<file path="config.mk">
export PLATFORM = sky130hd
export DESIGN_NAME = slot_sched
export DESIGN_NICKNAME = d
export VERILOG_FILES = /design/src/rtl/slot_sched_pkg.sv /design/src/rtl/slot_sched_dp.sv /design/src/rtl/slot_sched_ctrl.sv /design/src/rtl/slot_sched.sv
export SDC_FILE = /design/constraint.sdc
export NUM_CORES = 1
export LEC_CHECK = 0
export BUFFER_PORTS_ARGS = -buffer_cell sky130_fd_sc_hd__buf_2
export CORE_AREA = 5 5 227 229
export CTS_BUF_LIST = sky130_fd_sc_hd__clkbuf_4 sky130_fd_sc_hd__clkbuf_8
export DETAILED_ROUTE_END_ITERATION = 10
export DIE_AREA = 0 0 232 234
export MAX_ROUTING_LAYER = met4
export SLEW_MARGIN = 10
export SYNTH_ARGS = -nofsm -noshare
export SYNTH_HDL_FRONTEND = slang
export SYNTH_SLANG_ARGS = --single-unit
</file>
<file path="constraint.sdc">
create_clock -name clk -period 23.2 [get_ports clk]
set_clock_uncertainty 0.05 [all_clocks]
set_input_delay 3.48 -clock clk [delete_from_list [all_inputs] [get_ports clk]]
set_output_delay 3.48 -clock clk [all_outputs]
set_load 0.01 [all_outputs]
</file>
<file path="src/rtl/slot_sched_pkg.sv">
package slot_sched_pkg;
  // Strobes passed from control to datapath each cycle
  typedef struct packed {
    logic reserve;   // commit primary and backup slot bits
    logic release_;  // clear a spare slot bit
  } strobe_t;
endpackage

</file>
<file path="src/rtl/slot_sched_dp.sv">
module slot_sched_dp
  import slot_sched_pkg::*;
#(
  parameter int TW        = 20,
  parameter int SLOT_LOG2 = 2,
  parameter int LW        = 8,
  parameter int WIN_LOG2  = 6,
  localparam int SW       = TW - SLOT_LOG2,
  localparam int WIN      = 1 << WIN_LOG2
) (
  input  logic                clk,
  input  logic                rstN,
  input  logic [LW-1:0]       cfgLatency,
  input  strobe_t             strb,
  input  logic [WIN_LOG2-1:0] relSlot,
  output logic                pairFound,
  output logic [SW-1:0]       primSlot,
  output logic [SW-1:0]       backSlot,
  output logic [TW-1:0]       issueCyc
);
  logic [TW-1:0]       cyc;
  logic [LW-1:0]       lat;
  logic [WIN-1:0]      busy, busyNext;
  logic [SW-1:0]       curSlot;
  logic [WIN_LOG2-1:0] curIdx;
  logic [TW:0]         searchEnd;
  logic [SW:0]         startSlot, startOff;
  logic [WIN-1:0]      cand, candB;
  logic [WIN_LOG2-1:0] firstOff, secondOff;
  logic                endOfSlot;

  // Time base and latency capture
  always_ff @(posedge clk) begin
    if (!rstN) begin
      cyc <= '0;
      lat <= cfgLatency;
    end else begin
      cyc <= cyc + 1'b1;
    end
  end

  assign curSlot   = cyc[TW-1:SLOT_LOG2];
  assign curIdx    = curSlot[WIN_LOG2-1:0];
  assign endOfSlot = (cyc[SLOT_LOG2-1:0] == {SLOT_LOG2{1'b1}});

  // Earliest slot whose start is at or after now + latency
  assign searchEnd = {1'b0, cyc} + (TW+1)'(lat) + (TW+1)'((1 << SLOT_LOG2) - 1);
  assign startSlot = searchEnd[TW:SLOT_LOG2];
  assign startOff  = startSlot - {1'b0, curSlot};

  // Candidate vector, position o = slot curSlot+o
  for (genvar o = 0; o < WIN; o++) begin : g_cand
    assign cand[o] = !busy[WIN_LOG2'(curIdx + WIN_LOG2'(o))] &&
                     (startOff <= (SW+1)'(o));
  end

  always_comb begin
    firstOff = '0;
    for (int o = WIN - 1; o >= 0; o--) begin
      if (cand[o]) firstOff = WIN_LOG2'(o);
    end
  end

  assign candB = cand & ~(WIN'(1) << firstOff);

  always_comb begin
    secondOff = '0;
    for (int o = WIN - 1; o >= 0; o--) begin
      if (candB[o]) secondOff = WIN_LOG2'(o);
    end
  end

  assign pairFound = (|cand) && (|candB);
  assign primSlot  = curSlot + SW'(firstOff);
  assign backSlot  = curSlot + SW'(secondOff);
  assign issueCyc  = {primSlot, {SLOT_LOG2{1'b0}}} - TW'(lat);

  // Occupancy update: release, then reserve, then passing slot clears last
  always_comb begin
    busyNext = busy;
    if (strb.release_) busyNext[relSlot] = 1'b0;
    if (strb.reserve) begin
      busyNext[primSlot[WIN_LOG2-1:0]] = 1'b1;
      busyNext[backSlot[WIN_LOG2-1:0]] = 1'b1;
    end
    if (endOfSlot) busyNext[curIdx] = 1'b0;
  end

  always_ff @(posedge clk) begin
    if (!rstN) busy <= '0;
    else       busy <= busyNext;
  end
endmodule

</file>
<file path="src/rtl/slot_sched_ctrl.sv">
module slot_sched_ctrl
  import slot_sched_pkg::*;
#(
  parameter int TW  = 20,
  parameter int SW  = 18,
  parameter int IDW = 4
) (
  input  logic           clk,
  input  logic           rstN,
  input  logic           reqValid,
  input  logic [IDW-1:0] reqId,
  input  logic           reqWrite,
  input  logic           relValid,
  input  logic           pairFound,
  input  logic [SW-1:0]  primSlot,
  input  logic [SW-1:0]  backSlot,
  input  logic [TW-1:0]  issueCyc,
  output strobe_t        strb,
  output logic           reqReady,
  output logic           respValid,
  output logic [IDW-1:0] respId,
  output logic           respWrite,
  output logic [SW-1:0]  respSlot,
  output logic [SW-1:0]  respBackup,
  output logic [TW-1:0]  respIssue
);
  logic grant;

  assign reqReady     = pairFound;
  assign grant        = reqValid && pairFound;
  assign strb.reserve  = grant;
  assign strb.release_ = relValid;

  always_ff @(posedge clk) begin
    if (!rstN) begin
      respValid  <= 1'b0;
      respId     <= '0;
      respWrite  <= 1'b0;
      respSlot   <= '0;
      respBackup <= '0;
      respIssue  <= '0;
    end else begin
      respValid <= grant;
      if (grant) begin
        respId     <= reqId;
        respWrite  <= reqWrite;
        respSlot   <= primSlot;
        respBackup <= backSlot;
        respIssue  <= issueCyc;
      end
    end
  end
endmodule

</file>
<file path="src/rtl/slot_sched.sv">
module slot_sched
  import slot_sched_pkg::*;
#(
  parameter int TW        = 20,
  parameter int SLOT_LOG2 = 2,
  parameter int LW        = 8,
  parameter int WIN_LOG2  = 6,
  parameter int IDW       = 4,
  localparam int SW       = TW - SLOT_LOG2
) (
  input  logic                clk,
  input  logic                rstN,
  input  logic [LW-1:0]       cfgLatency,
  input  logic                reqValid,
  input  logic [IDW-1:0]      reqId,
  input  logic                reqWrite,
  output logic                reqReady,
  input  logic                relValid,
  input  logic [WIN_LOG2-1:0] relSlot,
  output logic                respValid,
  output logic [IDW-1:0]      respId,
  output logic                respWrite,
  output logic [SW-1:0]       respSlot,
  output logic [SW-1:0]       respBackup,
  output logic [TW-1:0]       respIssue
);
  strobe_t       strb;
  logic          pairFound;
  logic [SW-1:0] primSlot, backSlot;
  logic [TW-1:0] issueCyc;

  slot_sched_dp #(
    .TW(TW), .SLOT_LOG2(SLOT_LOG2), .LW(LW), .WIN_LOG2(WIN_LOG2)
  ) u_dp (
    .clk(clk), .rstN(rstN), .cfgLatency(cfgLatency), .strb(strb),
    .relSlot(relSlot), .pairFound(pairFound), .primSlot(primSlot),
    .backSlot(backSlot), .issueCyc(issueCyc)
  );

  slot_sched_ctrl #(.TW(TW), .SW(SW), .IDW(IDW)) u_ctrl (
    .clk(clk), .rstN(rstN), .reqValid(reqValid), .reqId(reqId),
    .reqWrite(reqWrite), .relValid(relValid), .pairFound(pairFound),
    .primSlot(primSlot), .backSlot(backSlot), .issueCyc(issueCyc),
    .strb(strb), .reqReady(reqReady), .respValid(respValid),
    .respId(respId), .respWrite(respWrite), .respSlot(respSlot),
    .respBackup(respBackup), .respIssue(respIssue)
  );
endmodule

</file>
# --- Word-level counts from Yosys, hierarchy flattened ---
# Index checks and enable logic that the tools add are counted.
word_totals:
  reg_bits: 154
  wordCells: 627
  out_inout_bits: 63
classes:
  shifts: 1
  magnitude_cmp: 135
  eq_ne: 1
  n_addsub: 70
  n_mux: 267
  bitwise_logic: 8
  n_reduce_logical: 136
ops:
  columns: ["op", "count"]
  rows:
  - ["two-way mux 6 bit", 128]
  - ["<= comparator 19 x 6 -> 1 bit (second input constant)", 32]
  - ["< comparator 6 x 7 -> 1 bit (second input constant)", 67]
  - ["binary-select mux 1 bit (select 6 bit)", 64]
  - ["<= comparator 19 x 5 -> 1 bit (second input constant)", 16]
  - ["adder 6 bit (second input constant)", 32]
  - ["bitwise AND 64 bit", 3]
  - ["two-way mux 64 bit", 3]
  - ["inverter 64 bit", 3]
  - ["<= comparator 19 x 4 -> 1 bit (second input constant)", 8]
  - ["bitwise OR 64 bit", 2]
  - ["OR reduction 64 bit", 2]
  - ["adder 6 x 5 -> 6 bit (second input constant)", 16]
  - ["<= comparator 19 x 3 -> 1 bit (second input constant)", 4]
  - ["logical AND 1 bit", 70]
  - ["two-way mux 1 bit", 68]
  - ["zero test 1 bit", 64]
  - ["left shift 1 x 6 -> 64 bit (first input constant)", 1]
  - ["adder 6 x 4 -> 6 bit (second input constant)", 8]
  - ["<= comparator 19 x 1 -> 1 bit (second input constant)", 2]
  - ["<= comparator 19 x 2 -> 1 bit (second input constant)", 2]
  - ["adder 18 x 6 -> 18 bit", 2]
  - ["adder 6 x 3 -> 6 bit (second input constant)", 4]
  - ["demux 1 bit (select 6 bit)", 4]
  - ["9 further kinds", 13]

# --- Logic depth before layout (Yosys ltp) ---
logic_depth:
  word_depth: 145
  depth_mapped: 52
  depth_no_buf: 47

# --- Modules after synthesis ---
# Synthesis repeated with hierarchy kept, for this count alone.
hier_totals:
  hier_cells: 2875
  area_unflattened_um2: 22152.5
modules_own_cells:
  columns: ["mod", "area_each_um2", "n_inst", "cells_each"]
  rows:
  - ["slot_sched_dp", 19418.6, 1, 2590]
  - ["slot_sched_ctrl", 2733.9, 1, 285]

# --- Worst setup path after synthesis ---
# OpenSTA, ideal clock, no wires.
synth_timing:
  path_kind: "register -> output"
  startpoint: "register u_dp.cyc[3]"
  endpoint: "output port reqReady"
  required_ns: 19.670
  setup_slack_ns: 12.503
  path_stages_with_launch: 31
  n_path_buf: 2
  arrival_ns: 7.167
  path_cell_list: "dfxtp_1 > ha_1 > ha_1 > a21oi_1 > o22ai_1 > nand2b_1 > a31oi_1 > xnor2_1 > ha_1 > a21oi_1 > nand2_1 > o21ai_0 > nand3_1 > nor3_1 > and3_1 > o21ai_1 > clkbuf_1 > o31a_1 > a311o_1 > a211oi_1 > o2111ai_1 > a311o_1 > a2111o_1 > and2_1 > buf_6 > or3_4 > a311oi_1 > and2_1 > nand4_1 > nor3_2 > nand3_1"
synth_between:
  elab_chain_cells: 74
  elab_cells_between_ends: 456
synth_lines:
  columns: ["element", "line", "source"]
  rows:
  - ["start, declared", "slot_sched_dp.sv:21", "logic [TW-1:0] cyc;"]
  - ["start signal, assigned", "slot_sched_dp.sv:38", "cyc <= cyc + 1'b1;"]
  - ["adder 20 x 8 -> 21 bit / adder 6 bit (equally long branches)", "slot_sched_dp.sv:47, slot_sched_dp.sv:53", null]
  - ["adder 21 x 2 -> 21 bit / binary-select mux 1 bit (select 6 bit) (equally long branches)", "slot_sched_dp.sv:47, slot_sched_dp.sv:53", null]
  - ["subtractor 19 x 18 -> 19 bit / two-way mux 1 bit (equally long branches)", "slot_sched_dp.sv:49, slot_sched_dp.sv:53", null]
  - ["<= comparator 19 x 6 -> 1 bit / zero test 1 bit (equally long branches)", "slot_sched_dp.sv:54, slot_sched_dp.sv:53", null]
  - ["logical AND 1 bit", "slot_sched_dp.sv:53", "assign cand[o] = !busy[WIN_LOG2'(curIdx + WIN_LOG2'(o))] &&"]
  - ["two-way mux 6 bit (64 in a row)", "slot_sched_dp.sv:60", "if (cand[o]) firstOff = WIN_LOG2'(o);"]
  - ["left shift 1 x 6 -> 64 bit", "slot_sched_dp.sv:64", "assign candB = cand & ~(WIN'(1) << firstOff);"]
  - ["inverter 64 bit", "slot_sched_dp.sv:64", null]
  - ["bitwise AND 64 bit", "slot_sched_dp.sv:64", null]
  - ["OR reduction 64 bit", "slot_sched_dp.sv:73", "assign pairFound = (|cand) && (|candB);"]
  - ["logical AND 1 bit *", "slot_sched_dp.sv:73", null]
  - ["end, declared", "slot_sched.sv:17", "output logic reqReady,"]
# Every way passes the cells marked *; elsewhere a longest branch is shown, timed or not. The select of a mux whose other input is x is not followed.

# --- Final worst setup path ---
layout_timing:
  startpoint: "register u_dp.cyc[2]"
  endpoint: "output port reqReady"
# Same word-level chain as after synthesis.

==> results.sh <==
export IMPL_reg2reg_to="u_dp.busy[25]"
export IMPL_worstHoldStart="u_ctrl.respId[1]"
export IMPL_maxSlewViolCount=0
export IMPL_root_buffer="clkbuf_8"
export IMPL_setup_ws_ns=9.676
export IMPL_synth_seq_area_share_pct=14.43
export IMPL_vdd_drop_max_v=0.00004882
export IMPL_p_per_area_nw_per_um2=44.00
export IMPL_synth_fp_nets=2868
export IMPL_first_pass_iters=7
export IMPL_cap_violations=0
export IMPL_finalCriticalPeriod_ns=13.52
export IMPL_rows=82
export IMPL_coreArea_um2=49450
export IMPL_cts_resized=0
export IMPL_worstReg2RegStart="u_dp.cyc[2]"
export IMPL_timing_hold_ws_ns=0.4041
export IMPL_synthArstFlopShare_pct=0
export IMPL_grt_pass1_wl_um=145300
export IMPL_netlist_area_um2=21920
export IMPL_tns_ns=0
export IMPL_io_pins=86
export IMPL_synth_main_ff_cell="dfxtp_1"
export IMPL_worst_r2r_setup_slack_ns=9.83
export IMPL_gp_congestion=1.120
export IMPL_place_ws_ns=10.59
export IMPL_syn_avg_cell_area_um2=7.912
export IMPL_synth_warnings=0
export IMPL_vias=24160
export IMPL_drt_initial_drc_count=3448
export IMPL_start_util_pct=44.33
export IMPL_worst_pin_slew_ns=1.379
export IMPL_syn_inst=2771
export IMPL_clk_path_buf_depth=2
export IMPL_grt_overflow=0
export IMPL_period_share_pct=58.29
export IMPL_setup_viol=0
export IMPL_cp_end_kind="output port"
export IMPL_post_cts_buffers=0
export IMPL_finalHoldViolCount=0
export IMPL_relSlewSlack_pct=7.814
export IMPL_critPathMostFrequentCell="o21ai_0"
export IMPL_reg2regPathDepth=41
export IMPL_detail_route_wirelength_um=98940
export IMPL_worstSetupPathType="flop to output port"
export IMPL_die_w_um=232
export IMPL_wl_per_cell_um=28.71
export IMPL_slowest_stage="a2111oi_0"
export IMPL_cts_buffers=17
export IMPL_cts_clk_slew_worst_paths_ns=0.08
export IMPL_synth_cell_type_count=107
export IMPL_critPathArrivalTime_ns=9.99
export IMPL_power_leakage_nw=7.776
export IMPL_nFillCells=5113
export IMPL_ys_ff_latch=154
export IMPL_crit_required_ns=19.67
export IMPL_drive_gt1_share_pct=15.39
export IMPL_first_global_vias=22310
export IMPL_grt_max_degree=87
export IMPL_finalNonFillerCells=3446
export IMPL_clkLatencyLatePin_ns=0.48
export IMPL_max_stage_delay_ns=1.16
export IMPL_synth_edf_count=8
export IMPL_cts_sinks=154
export IMPL_status="finished, final reports clean"
export IMPL_critPathLaunchType="flop"
export IMPL_die_area_um2=54290
export IMPL_cp_max_fo=29
export IMPL_max_freq_mhz=73.94
export IMPL_io_buffers=85
export IMPL_area_delta_synth_final_pct=5.639
export IMPL_holdPathEnd="u_ctrl.respId[1]"
export IMPL_antenna_found_initial=5
export IMPL_hold_path_class="flop to flop"
export IMPL_hold_buffers=0
export IMPL_cts_tree="built"
export IMPL_nNetsFinal=2853
export IMPL_post_drt_via_cell_ratio=7.010
export IMPL_rsz0062_at_grt="false"
export IMPL_cts_max_level=4
export IMPL_whs_path_depth=2
export IMPL_post_place_cells=3409
export IMPL_grt_usage_pct=35.97
export IMPL_drc=0
export IMPL_drtAntennaViolNets=0
export IMPL_hpwl_um=78190
export IMPL_fp_dieH_um=234
## cell usage in the layout (no fill, tap or decap), types with 46 or more instances in the layout
| master | instances |
|---|---|
| mux4_2 | 146 |
| mux2i_1 | 124 |
| ha_1 | 71 |
| buf_4 | 46 |
| inv_1 | 56 |
| nand3_1 | 85 |
| dfxtp_1 | 144 |
| a21oi_1 | 229 |
| nor2_1 | 171 |
| nor3_1 | 54 |
| nand2_1 | 396 |
| xnor2_1 | 120 |
| buf_2 | 85 |
| o21ai_0 | 205 |
| o22ai_1 | 73 |
## power by group
group | switching (mW) | total [mW] | internal (mW) | leakage (nW)
clock network | 0.107 | 0.210 | 0.103 | 0.203
logic | 0.389 | 0.524 | 0.135 | 6.32
registers | 0.00802 | 0.285 | 0.277 | 1.26
## flip-flops by register name, indices dropped and copies added (netlist names)
register           flops
u_dp.busy             64
u_ctrl.respBackup     18
u_dp.lat               8
u_ctrl.respValid       1
u_ctrl.respId          4
u_ctrl.respSlot       18
u_dp.cyc              20
u_ctrl.respIssue      20
u_ctrl.respWrite       1
## stage by stage
| stage | instance area (µm²) | util (%) | power (mW) |
|---|---|---|---|
| finish | 23160 | 46.83 | 1.019 |
| floorplan | 21920 | - | 0.6248 |
| global placement | 22750 | 45.99 | 0.7925 |
| CTS | 23140 | 46.79 | 0.9992 |
| global route | 23160 | 46.83 | 1.057 |
| detailed placement | 22750 | 45.99 | 0.7903 |
## worst max-delay path by stage
stage                      startpoint  cells after the start            end
after floorplan           u_dp.cyc[3]                     30       reqReady
after global placement    u_dp.cyc[2]                     30       reqReady
after detailed placement  u_dp.cyc[2]                     42  u_dp.busy[62]
after CTS                 u_dp.cyc[2]                     30       reqReady
after global routing      u_dp.cyc[2]                     28       reqReady
final                     u_dp.cyc[2]                     28       reqReady
## worst max-delay path: cells and delay by family, from the launching register on
kind	cells	cell delay [ns]
flops	1	0.61
simple gates	11	3.13
fa+ha+maj	3	0.99
buf+inv	1	0.19
xor+xnor	1	0.15
compound gates	12	4.43
## cells in the mapped netlist, types with 34 or more instances
master | number | share of area (%)
or3_1 | 34 | 0.97
ha_1 | 71 | 4.1
nor3_1 | 55 | 1.3
a21oi_1 | 229 | 5.2
clkbuf_1 | 77 | 1.3
o22ai_1 | 73 | 2.1
o21ai_0 | 205 | 4.7
mux2i_1 | 124 | 5.7
nand3_1 | 85 | 1.9
nor2_1 | 171 | 2.9
mux4_2 | 146 | 15
xnor2_1 | 123 | 4.9
inv_1 | 57 | 0.98
nand2_1 | 397 | 6.8
buf_2 | 43 | 0.98
dfxtp_1 | 146 | 13
## routing by layer
| layer | vias up | share of wire [%] | global-route usage [%] | routed length (µm) |
|---|---|---|---|---|
| met5 | - | 0 | - | 0 |
| met4 | 0 | 6.0 | 17.61 | 5926 |
| met3 | 297 | 10 | 6.272 | 10090 |
| met2 | 1601 | 43 | 52.96 | 42450 |
| met1 | 11600 | 41 | 48.00 | 40480 |
| li1 | 10660 | - | - | - |
## cell type report
class,count,area [µm²],share of cell area [%]
Multi-Input combinational cell,2386,17720,76.53
Sequential cell,154,3168,13.68
Tap cell,672,840.8,3.630
Timing Repair Buffer,131,770.7,3.328
Clock buffer,21,276.5,1.194
Inverter,66,247.7,1.070
Clock inverter,10,117.6,0.5078
Antenna cell,6,15.01,0.06483
## cells by family after synthesis
kind of cell / share of synthesized area (%)
fa+ha+maj: 4.372
compound gates: 26.95
mux: 22.35
xor+xnor: 5.947
simple gates: 21.00
buf+inv: 4.954
flops: 14.43
(Power assumes the default switching activity.)
